File: src/rtl/pft_pkg.sv
package pft_pkg;

    typedef enum logic [1:0] {
        CM_IDLE  = 2'd0,
        CM_FENCE = 2'd1,
        CM_DRAIN = 2'd2
    } commit_state_e;

    // index of the lowest set bit, 0 when none is set
    function automatic int unsigned first_set(input logic [63:0] v);
        int unsigned idx;
        idx = 0;
        for (int i = 63; i >= 0; i--) begin
            if (v[i]) idx = i;
        end
        return idx;
    endfunction

endpackage

File: src/rtl/warp_tracker.sv
module warp_tracker #(
    parameter int CNT_W = 4
) (
    input  logic clk,
    input  logic rst,
    input  logic inc,
    input  logic dec,
    input  logic fence_hit,
    output logic fence_stall,
    output logic cnt_zero
);
    localparam logic [CNT_W-1:0] CNT_MAX = '1;

    logic [CNT_W-1:0] cnt_q, cnt_next;
    logic             fence_q, fence_next;

    always_comb begin
        cnt_next = cnt_q;
        case ({inc, dec})
            2'b10:   cnt_next = (cnt_q == CNT_MAX) ? cnt_q : cnt_q + 1'b1;
            2'b01:   cnt_next = (cnt_q == '0) ? cnt_q : cnt_q - 1'b1;
            default: cnt_next = cnt_q;
        endcase
        fence_next = (fence_q | fence_hit) && (cnt_next != '0);
    end

    always_ff @(posedge clk) begin
        if (rst) begin
            cnt_q   <= '0;
            fence_q <= 1'b0;
        end else begin
            cnt_q   <= cnt_next;
            fence_q <= fence_next;
        end
    end

    assign fence_stall = fence_q;
    assign cnt_zero    = (cnt_q == '0);

    AST_CNT_SATURATES: assert property (@(posedge clk) disable iff (rst)
        (cnt_q == CNT_MAX && inc && !dec) |=> (cnt_q == CNT_MAX)) else $error("count wrapped");
    AST_ZERO_ACK_IGNORED: assert property (@(posedge clk) disable iff (rst)
        (cnt_q == '0 && dec && !inc) |=> (cnt_q == '0)) else $error("count underflow");
    AST_FENCE_HELD: assert property (@(posedge clk) disable iff (rst)
        (fence_q && cnt_q > 1 && !dec) |=> fence_q) else $error("fence released early");

endmodule

File: src/rtl/commit_ctrl.sv
module commit_ctrl
    import pft_pkg::*;
#(
    parameter int NUM_WARPS = 8,
    parameter int NUM_CTRL  = 8
) (
    input  logic                         clk,
    input  logic                         rst,
    input  logic                         durable_cfg,
    input  logic                         commit_req,
    input  logic [$clog2(NUM_WARPS)-1:0] commit_warp,
    input  logic [NUM_WARPS-1:0]         cnt_zero,
    input  logic [NUM_CTRL-1:0]          drain_done,
    output logic [NUM_WARPS-1:0]         commit_stall,
    output logic [NUM_CTRL-1:0]          drain_req
);
    localparam int WARP_W = $clog2(NUM_WARPS);

    commit_state_e        state_q;
    logic [NUM_WARPS-1:0] wait_q;
    logic [WARP_W-1:0]    sel_q;
    logic [NUM_CTRL-1:0]  mask_q, mask_left, strobe_q;
    logic                 finish;

    assign mask_left = mask_q & ~drain_done;
    assign finish    = (state_q == CM_DRAIN) && (mask_left == '0);

    always_ff @(posedge clk) begin
        if (rst) begin
            state_q  <= CM_IDLE;
            wait_q   <= '0;
            sel_q    <= '0;
            mask_q   <= '0;
            strobe_q <= '0;
        end else begin
            strobe_q <= '0;
            for (int w = 0; w < NUM_WARPS; w++) begin
                if (commit_req && !durable_cfg && commit_warp == WARP_W'(w))
                    wait_q[w] <= 1'b1;
                else if (finish && sel_q == WARP_W'(w))
                    wait_q[w] <= 1'b0;
            end
            case (state_q)
                CM_IDLE: begin
                    if (|wait_q) begin
                        sel_q   <= WARP_W'(first_set(64'(wait_q)));
                        state_q <= CM_FENCE;
                    end
                end
                CM_FENCE: begin
                    if (cnt_zero[sel_q]) begin
                        strobe_q <= '1;
                        mask_q   <= '1;
                        state_q  <= CM_DRAIN;
                    end
                end
                CM_DRAIN: begin
                    mask_q <= mask_left;
                    if (mask_left == '0) state_q <= CM_IDLE;
                end
                default: state_q <= CM_IDLE;
            endcase
        end
    end

    assign commit_stall = wait_q;
    assign drain_req    = strobe_q;

    AST_STROBE_SINGLE: assert property (@(posedge clk) disable iff (rst)
        (|drain_req) |=> (drain_req == '0)) else $error("strobe too long");
    AST_DURABLE_QUIET: assert property (@(posedge clk) disable iff (rst)
        (durable_cfg && state_q == CM_IDLE && wait_q == '0) |=> (drain_req == '0)) else $error("durable strobe");
    AST_COMMIT_HOLD: assert property (@(posedge clk) disable iff (rst)
        (state_q == CM_DRAIN && mask_left != '0) |=> commit_stall[sel_q]) else $error("commit released early");

endmodule

File: src/rtl/persist_order_tracker.sv
module persist_order_tracker #(
    parameter int NUM_WARPS = 8,
    parameter int NUM_CTRL  = 8,
    parameter int CNT_W     = 4
) (
    input  logic                         clk,
    input  logic                         rst,
    input  logic                         durable_cfg,
    input  logic                         issue_vld,
    input  logic [$clog2(NUM_WARPS)-1:0] issue_warp,
    input  logic                         ack_vld,
    input  logic [$clog2(NUM_WARPS)-1:0] ack_warp,
    input  logic                         fence_req,
    input  logic [$clog2(NUM_WARPS)-1:0] fence_warp,
    input  logic                         commit_req,
    input  logic [$clog2(NUM_WARPS)-1:0] commit_warp,
    input  logic [NUM_CTRL-1:0]          drain_done,
    output logic [NUM_WARPS-1:0]         warp_stall,
    output logic [NUM_CTRL-1:0]          drain_req
);
    localparam int WARP_W = $clog2(NUM_WARPS);

    logic [NUM_WARPS-1:0] fence_stall, commit_stall, cnt_zero;

    for (genvar w = 0; w < NUM_WARPS; w++) begin : g_warp
        warp_tracker #(.CNT_W(CNT_W)) i_warp_tracker (
            .clk         (clk),
            .rst         (rst),
            .inc         (issue_vld && issue_warp == WARP_W'(w)),
            .dec         (ack_vld && ack_warp == WARP_W'(w)),
            .fence_hit   (fence_req && fence_warp == WARP_W'(w)),
            .fence_stall (fence_stall[w]),
            .cnt_zero    (cnt_zero[w])
        );
    end

    commit_ctrl #(.NUM_WARPS(NUM_WARPS), .NUM_CTRL(NUM_CTRL)) i_commit_ctrl (
        .clk          (clk),
        .rst          (rst),
        .durable_cfg  (durable_cfg),
        .commit_req   (commit_req),
        .commit_warp  (commit_warp),
        .cnt_zero     (cnt_zero),
        .drain_done   (drain_done),
        .commit_stall (commit_stall),
        .drain_req    (drain_req)
    );

    assign warp_stall = fence_stall | commit_stall;

    AST_RESET_QUIET: assert property (@(posedge clk)
        $past(rst) |-> (warp_stall == '0 && drain_req == '0)) else $error("not idle after reset");
    AST_STROBE_ALL: assert property (@(posedge clk) disable iff (rst)
        (|drain_req) |-> (&drain_req)) else $error("partial strobe");

endmodule

File: config.mk
export PLATFORM = sky130hd
export DESIGN_NAME = persist_order_tracker
export DESIGN_NICKNAME = d
export VERILOG_FILES = /design/src/rtl/pft_pkg.sv /design/src/rtl/warp_tracker.sv /design/src/rtl/commit_ctrl.sv /design/src/rtl/persist_order_tracker.sv
export SDC_FILE = /design/constraint.sdc
export NUM_CORES = 1
export LEC_CHECK = 0
export CAP_MARGIN = 20
export CORE_ASPECT_RATIO = 2
export CORE_UTILIZATION = 50
export DETAILED_ROUTE_END_ITERATION = 16
export PLACE_DENSITY = 0.7
export SYNTH_ARGS = -nofsm -noshare
export SYNTH_HDL_FRONTEND = slang
export SYNTH_HIERARCHICAL = 1
export SYNTH_SLANG_ARGS = --single-unit
export TNS_END_PERCENT = 1
File: constraint.sdc
create_clock -name clk -period 4 [get_ports clk]
set_input_delay 0.8 -clock clk [delete_from_list [all_inputs] [get_ports clk]]
set_output_delay 0.8 -clock clk [all_outputs]
set_load 0.01 [all_outputs]
# --- Word-level counts from Yosys, hierarchy flattened ---
# Index checks and enable logic that the tools add are counted.
totals:
  register_bits: 69
  inputBits: 27
  output_inout_bits: 16
  wordCells: 266
classes:
  addsub: 16
  n_lt_le_gt_ge: 1
  eq_ne: 64
  n_mux: 57
  bitwise: 12
  reduce_logical: 88
op_table:
  columns: ["operator", "n"]
  rows:
  - ["$mux 4", 16]
  - ["$pmux 4 s2", 8]
  - ["$eq 3x3->1 const B", 20]
  - ["$logic_and 1x1->1", 50]
  - ["$add 4x1->4 const B", 8]
  - ["$eq 4x4->1 const B", 8]
  - ["$logic_not 4->1", 8]
  - ["$reduce_bool 4->1", 8]
  - ["$sub 4x1->4 const B", 8]
  - ["$eq 3x2->1 const B", 10]
  - ["$mux 3", 8]
  - ["$eq 2x1->1 const B", 9]
  - ["$eq 2x2->1 const B", 9]
  - ["$reduce_bool 2->1", 9]
  - ["$mux 1", 17]
  - ["$mux 8", 2]
  - ["$pmux 8 s2", 1]
  - ["$eq 3x1->1 const B", 5]
  - ["$logic_not 3->1", 5]
  - ["$and 8x8->8", 1]
  - ["$logic_not 8->1", 1]
  - ["$not 8->8", 1]
  - ["$or 1x1->1", 8]
  - ["$or 8x8->8", 1]
  - ["13 further kinds", 17]

# --- Depth between registers and ports, before layout ---
# Gate-level depths: netlist of run 1.
depth:
  depth_word: 8
  ltp_mapped: 9
  ltp_nobuf: 8

# --- Cells and area by module ---
# Netlist of run 1, hierarchy kept.
by_module_without_submodules:
  columns: ["module", "instances", "cells_per_inst", "area_per_inst_um2", "seq_area_each_um2"]
  rows:
  - ["warp_tracker at g_warp[1].i_warp_tracker ...", 7, 48, 427.9, 100.1]
  - ["commit_ctrl", 1, 134, 1124.8, 440.4]
  - ["warp_tracker at g_warp[0].i_warp_tracker", 1, 56, 417.9, 100.1]
  - ["persist_order_tracker", 1, 32, 339.1, 0.0]

# --- Worst setup path after synthesis of run 1 ---
# No wires, ideal clock.
synth_path:
  kind: "input port to flip-flop"
  from: "input issue_warp[0]"
  to: "register g_warp[0].i_warp_tracker.fence_q"
  setup_ps: 135
  arrival_ps: 2222
  required_time_ps: 3865
  setup_slack_ps: 1643
  path_stages: 8
  n_path_buf: 0
  path_cell_list: "nor4b_2 -> inv_1 -> ha_1 -> a41oi_1 -> o21ai_2 -> o2bb2ai_1 -> a211oi_1 -> a311oi_1"
synth_via:
  elab_chain_cells: 6
  word_cells_on_any_way: 7
  classes_between: "eq/ne: 2; mux: 1; reduce/logical: 4"
synth_rtl:
  columns: ["item", "line_no", "rtl"]
  rows:
  - ["from (decl)", "persist_order_tracker.sv:10", "input logic [$clog2(NUM_WARPS)-1:0] issue_warp,"]
  - ["$logic_not 3->1 (*)", "persist_order_tracker.sv:29", ".inc (issue_vld && issue_warp == WARP_W'(w)),"]
  - ["$logic_and 1x1->1 (*)", "persist_order_tracker.sv:29", null]
  - ["$eq 2x1->1 or $eq 2x2->1 (tied branches)", "warp_tracker.sv:19", "case ({inc, dec})"]
  - ["$pmux 4 s2 (*)", "warp_tracker.sv:19", null]
  - ["$reduce_bool 4->1 (*)", "warp_tracker.sv:24", "fence_next = (fence_q | fence_hit) && (cnt_next != '0);"]
  - ["$logic_and 1x1->1 (*)", "warp_tracker.sv:24", null]
  - ["to (signal assigned)", "warp_tracker.sv:33", "fence_q <= fence_next;"]
  - ["to (decl)", "warp_tracker.sv:15", "logic fence_q, fence_next;"]
# Mark *: on every way between the ends. The rest lies on a longest branch, timed or not.
# A chain may end at the register's enable or synchronous reset.

# --- Final worst setup path of run 1 ---
layout_path:
  from: "input issue_warp[1]"
  to: "register g_warp[1].i_warp_tracker.fence_q"
layout_via:
  elab_chain_cells: 6
  word_cells_on_any_way: 7
  classes_between: "eq/ne: 3; mux: 1; reduce/logical: 3"
layout_rtl:
  columns: ["item", "line_no"]
  rows:
  - ["$eq 3x1->1 (*)", "persist_order_tracker.sv:29"]
  - ["$logic_and 1x1->1 (*)", "persist_order_tracker.sv:29"]
  - ["$eq 2x1->1 or $eq 2x2->1 (tied branches)", "warp_tracker.sv:19"]
  - ["$pmux 4 s2 (*)", "warp_tracker.sv:19"]
  - ["$reduce_bool 4->1 (*)", "warp_tracker.sv:24"]
  - ["$logic_and 1x1->1 (*)", "warp_tracker.sv:24"]
  - ["to (signal assigned)", "warp_tracker.sv:33"]
  - ["to (decl)", "warp_tracker.sv:15"]
# Marks and branches as above.

==> reports/results.ini, run 1 <==
[critical_path]
crit_slowest_cell=clkdlybuf4s50_1
cp-startpoint=issue_warp[1]
cp-end-kind=register
r2r-start=g_warp[0].i_warp_tracker/cnt_q[0]
cpMostUsedCell=a211oi_1
path_delay_family=compound AO/OA/AOI/OAI gates
arrival_ns=2.99
path_max_fanout=8
worstSetupPathType=input port to register
path_buf_inv=2
startpoint_type=input port
crit_path_cell_trace=clkdlybuf4s50_1 > and4bb_2 > inv_1 > ha_1 > nand2b_1 > a211oi_1 > a211oi_1 > a41oi_1
cp.required_ns=4.19
crit_path_max_incr_delay_ns=0.51

[sta]
finalMaxSlewViolations=0
clock-skew-final_ns=0.00434
hold_viol=0
timing.fmax_ghz=0.357
final.min_clock_period_ns=2.80
hold_ws_ns=0.473
tightestPinTransition_ns=0.892
finalSetupViolCount=0
rsz0062_at_grt=false
fin_tns_setup_ns=0
min_period_over_period=0.700
slew_headroom=0.404

[placement]
numPortBuffers=42
dp_hpwl_um=9300
gp_congestion=0.964

[yosys]
synth-xor-area-share=0
seq_area_frac_synth=0.254
synth_top_family_by_area=simple AND/OR/NAND/NOR gates
ys_types=58
synth_warnings=6
synth-adder-area-share=0.0821
synth_compound_area_frac=0.271
syn-num-nets=617
yosys-top-cells-count=dfxtp_1, inv_1, nor2_1, ha_1, nand2_1
synth-seq-cells=62
synth.area.mux_share=0.0115
synthFlopType=dfxtp_1
synth.avg_cell_area_um2=8.74
netlist_instances=558
synthSimpleGateAreaFrac=0.283
ys_async_sr_fraction=0
yosysTopAreaCellShare=0.254
syn_area_um2=4880
yosysMostFrequentCell=dfxtp_1
synth_edf_count=0
yosys-top-cells-area=dfxtp_1, ha_1, inv_1, nor2_1, buf_6
synth_top_area_cell=dfxtp_1

[cts]
postCtsSetupRepairBufs=0
clock_path_buffers=2
clock-sinks=62
cts_root_buf=clkbuf_16
cts_made_buffers=9
postCtsHoldBufs=0
h-tree-depth=3
clk_pin_slew_worst_paths_ns=0.06
clock_latency_ns=0.34
cts_tree=yes
cts_resized=0

[global_routing]
grt_start_max_net_pins=34
grt_pass1_vias=4255
grt_pass1_wl_um=20300
grt_usage=0.255
overflow=0
antenna_found_initial=0

[worst_hold_path]
hold_path.class=register to register
min_from=i_commit_ctrl/mask_q[0]

[layout]
antennaDiodeCount=0
layout-drive-gt1-share=0.144
area_delta_synth_final_pct=12.0
nets=643

[power_and_ir_drop]
vdd_ir_drop_max_v=0.000217
p_per_area_nw_per_um2=283
power_leakage_nw=2.02
power_w=0.00155

[route]
drtIter0Drc=267
first_pass_iters=6
drtAntennaViolNets=0
wl_per_cell_um=17.9
via_per_inst=6.53
routed_wl_um=12400
drc=0
vias=4523

[floorplan]
die_w_um=71.8
start_util=0.520
core_area_um2=9380
die_y_um=142
io_pins=43
die-area_um2=10200
num_rows=50

[run_status]
status=complete, no violations

[run]
maxCapViolCount=0

-- stage by stage --
stage / utilization / std cells / area (um2) / setup WS (ns)
after detailed placement: 0.553 / 677 / 5190 / 0.893
after global placement: 0.553 / 677 / 5190 / 0.953
after global routing: 0.582 / 693 / 5460 / 1.12
after CTS: 0.582 / 693 / 5460 / 1.23
final: 0.582 / 693 / 5460 / 1.20
after floorplan: - / 558 / 4880 / 1.64
-- layout make-up --
type                            instances  area [um2]
Fill cell                             858        3920
Multi-Input combinational cell        407        3160
Clock buffer                            9         225
Tap cell                              104         130
Timing Repair Buffer                   44         430
Clock inverter                          7        50.0
Sequential cell                        62        1240
Inverter                               60         225
-- worst min-delay path, stage by stage (launching register included) --
cell,delay [ns]
dfxtp_1,0.31
nand3b_1,0.08
nand2_1,0.05
-- placed cells by master (no fill, tap or decap), types with 8 or more instances in the layout --
cell type,count
dfxtp_1,62
inv_1,59
nor2_1,52
clkdlybuf4s50_1,41
ha_1,32
nand2_1,22
o21bai_1,21
a31oi_1,18
nand2b_1,18
a211oi_1,16
a21oi_1,15
a22oi_1,15
nor3_1,13
and4bb_2,9
and4b_2,9
clkbuf_16,9
a311oi_1,9
o22ai_1,9
or2_2,8
a41oi_1,8
and3b_1,8
o21ai_1,8
-- registers in the layout, summed over array words and instances (netlist names) --
| register | cells |
|---|---|
| g_warp.i_warp_tracker/fence_stall | 8 |
| g_warp.i_warp_tracker/cnt_q | 32 |
| i_commit_ctrl/sel_q | 3 |
| i_commit_ctrl/state_q | 2 |
| i_commit_ctrl/commit_stall | 8 |
| i_commit_ctrl/mask_q | 8 |
| i_commit_ctrl/drain_req | 1 |
-- metal layers --
metal,vias to the layer above,wire length [um],global-route usage
li1,2172,-,-
met1,2195,4750,0.260
met2,131,6890,0.489
met3,25,391,0.0362
met4,0,354,0.125
met5,-,0,0
-- cell families after synthesis --
group	Yosys count
mux	3
buf+inv	89
simple gates	206
flops	62
compound gates	166
fa+ha+maj	32
-- power by group --
part	switching (W)	internal [W]	leakage (nW)
clock network	0.000307	0.000419	0.128
registers	0.0000116	0.000632	0.501
logic	0.0000957	0.0000830	1.39
total	0.000415	0.00113	2.02
-- final timing paths --
path                                                             end  slack (ns)  cells after the start
worst min-delay path                         i_commit_ctrl/mask_q[0]        0.47                      2
worst min register to register               i_commit_ctrl/mask_q[0]        0.47                      2
worst max register to register              i_commit_ctrl/state_q[0]        1.55                      8
worst max-delay path            g_warp[1].i_warp_tracker/fence_stall        1.20                      8
No activity file was read; power rests on OpenSTA's default activity.
==> run 2: changes to the inputs <==
--- a/config.mk
+++ b/config.mk
@@ -9,7 +9,7 @@
 export CORE_ASPECT_RATIO = 2
 export CORE_UTILIZATION = 50
 export DETAILED_ROUTE_END_ITERATION = 16
-export PLACE_DENSITY = 0.7
+export PLACE_DENSITY = 0.72
 export SYNTH_ARGS = -nofsm -noshare
 export SYNTH_HDL_FRONTEND = slang
 export SYNTH_HIERARCHICAL = 1
==> constraint.sdc (replaced) <==
create_clock -name clk -period 2.49 [get_ports clk]
set_input_delay 0.498 -clock clk [delete_from_list [all_inputs] [get_ports clk]]
set_output_delay 0.498 -clock clk [all_outputs]
set_load 0.01 [all_outputs]
==> reports/results.ini, run 2 (synthesized netlist as in run 1, its figures left out) <==
[run_status]
status=complete, no violations

[sta]
clock-skew-final_ns=0.00436  ; +0.0000161 ns
finalSetupViolCount=0  ; unchanged
slew_headroom=0.607  ; +0.203
finalMaxSlewViolations=0  ; unchanged
hold_viol=0  ; unchanged
final.min_clock_period_ns=2.35
timing.fmax_ghz=0.425
rsz0062_at_grt=false
min_period_over_period=0.945
tightestPinTransition_ns=0.585  ; -0.308 ns

[critical_path]
worstSetupPathType=register to register
r2r_slack_ns=0.14  ; -1.41 ns
r2r_cells=7  ; -1
startpoint_type=register
r2r-start=g_warp[4].i_warp_tracker/cnt_q[0]
path_max_fanout=8  ; unchanged
reg2reg_to=i_commit_ctrl/state_q[0]
arrival_ns=2.62  ; -0.37 ns
cp-end-kind=register
cp.required_ns=2.76  ; -1.43 ns

[global_routing]
grt_pass1_wl_um=20500  ; +1.3%
antenna_found_initial=0  ; unchanged
grt_start_max_net_pins=33  ; -2.9%
grt_usage=0.256  ; +0.000725
overflow=0  ; unchanged
grt_pass1_vias=4519  ; +6.2%

[route]
drc=0  ; unchanged
routed_wl_um=12500  ; +1.2%
via_per_inst=6.32  ; -3.2%
drtIter0Drc=190  ; -29%
vias=4656  ; +2.9%
first_pass_iters=5  ; -1
drtAntennaViolNets=0  ; unchanged
wl_per_cell_um=17.0  ; -4.8%

[cts]
h-tree-depth=3  ; unchanged
clock-sinks=62  ; unchanged
clock_path_buffers=2  ; unchanged
clock_latency_ns=0.34  ; about the same
cts_tree=yes
cts_root_buf=clkbuf_16
cts_made_buffers=9  ; unchanged
postCtsHoldBufs=0  ; unchanged
cts_resized=0  ; unchanged
postCtsSetupRepairBufs=0  ; unchanged
clk_pin_slew_worst_paths_ns=0.06  ; about the same

[power_and_ir_drop]
p_sw_w=0.000674  ; +63%
pwr-share-seq=0.405  ; -0.010
p_comb_frac=0.124  ; +0.009
power_leakage_nw=2.29  ; +13%
vdd_ir_drop_max_v=0.000406  ; +87%
p_int_w=0.00187  ; +65%
p_per_area_nw_per_um2=437  ; +54%
p_sw_frac=0.265  ; -0.00288
clkPwrFrac=0.470  ; about the same

[worst_hold_path]
hold_end=i_commit_ctrl/mask_q[3]
min_from=i_commit_ctrl/mask_q[3]
hold_path.class=register to register
holdPathStages=2  ; unchanged

[layout]
stdcell_area_um2=5820  ; +6.6%
fill_cells=832  ; -3.0%
final_common_cell=dfxtp_1
area_delta_synth_final_pct=19.4
antennaDiodeCount=0  ; unchanged
final_cells=737  ; +6.3%
top_register=g_warp.i_warp_tracker/cnt_q
layout-drive-gt1-share=0.204  ; +0.0595
largest_reg_flops=32  ; unchanged
final_cell_mix=dfxtp_1, inv_1, nor2_1
nets=687  ; +6.8%

[placement]
place_area_um2=5520  ; +6.4%
gp_congestion=0.843  ; -13%
dp_hpwl_um=9630  ; +3.5%
numPortBuffers=42  ; unchanged
placedCellCount=721  ; +6.5%

[floorplan]
num_rows=50  ; unchanged
die_w_um=71.8  ; unchanged
die_y_um=142  ; unchanged
io_pins=43  ; unchanged
start_util=0.520  ; unchanged
core_area_um2=9380  ; unchanged
die-area_um2=10200  ; unchanged

[run]
maxCapViolCount=0  ; unchanged

## run 2: how the worst max path moves through the flow
stage / from / to / cells past startpoint
6_report: g_warp[4].i_warp_tracker/cnt_q[0] / i_commit_ctrl/state_q[0] / 7
2_1_floorplan: g_warp[0].i_warp_tracker/cnt_q[0] / i_commit_ctrl/state_q[0] / 8
5_1_grt: g_warp[7].i_warp_tracker/cnt_q[0] / i_commit_ctrl/state_q[0] / 7
4_1_cts: issue_warp[0] / g_warp[2].i_warp_tracker/fence_stall / 7
3_3_place_gp: issue_warp[0] / g_warp[3].i_warp_tracker/fence_stall / 7
3_5_place_dp: issue_warp[0] / g_warp[2].i_warp_tracker/fence_stall / 7
## run 2: power by group through the flow
stage	sequential [W]	clock (W)	combinational (W)
finish	0.00103	0.00120	0.000316
floorplan	0.00105	0	0.000167
detailed placement	0.00105	0	0.000310
CTS	0.00103	0.00122	0.000312
global placement	0.00105	0	0.000300
global route	0.00103	0.00127	0.000344
## run 2: worst max-delay path, stage by stage, from the launching register on
cell and delay, ns:
dfxtp_1 0.46, inv_1 0.08, ha_1 0.27, nor3b_2 0.21, mux4_2 0.48, mux2_2 0.29, or3b_1 0.36, a21oi_1 0.14
## run 2: area by class of cell
class                           count  area, um2  area share
Clock buffer                       10        239      0.0410
Sequential cell                    62       1240       0.213
Inverter                           60        225      0.0387
Timing Repair Buffer               88        771       0.132
Clock inverter                      6       46.3     0.00795
Multi-Input combinational cell    407       3170       0.544
Tap cell                          104        130      0.0224
## run 2: stage by stage
step	hold WS (ns)	utilization	setup TNS [ns]	setup WS [ns]	power, W
2_1_floorplan	0.450	-	0	0.269	0.00122
3_3_place_gp	0.462	0.588	-2.24	-0.206	0.00135
3_5_place_dp	0.474	0.588	-3.54	-0.237	0.00136
4_1_cts	0.486	0.618	0	0.114	0.00256
5_1_grt	0.515	0.620	0	0.00763	0.00265
6_report	0.484	0.620	0	0.138	0.00255
## run 2: routing by layer
metal / track usage / vias up / part of all wire
met1: 0.247 / 2227 / 0.38
met4: 0.121 / 0 / 0.034
met5: 0 / - / 0
li1: - / 2265 / -
met2: 0.498 / 133 / 0.56
met3: 0.0518 / 31 / 0.032
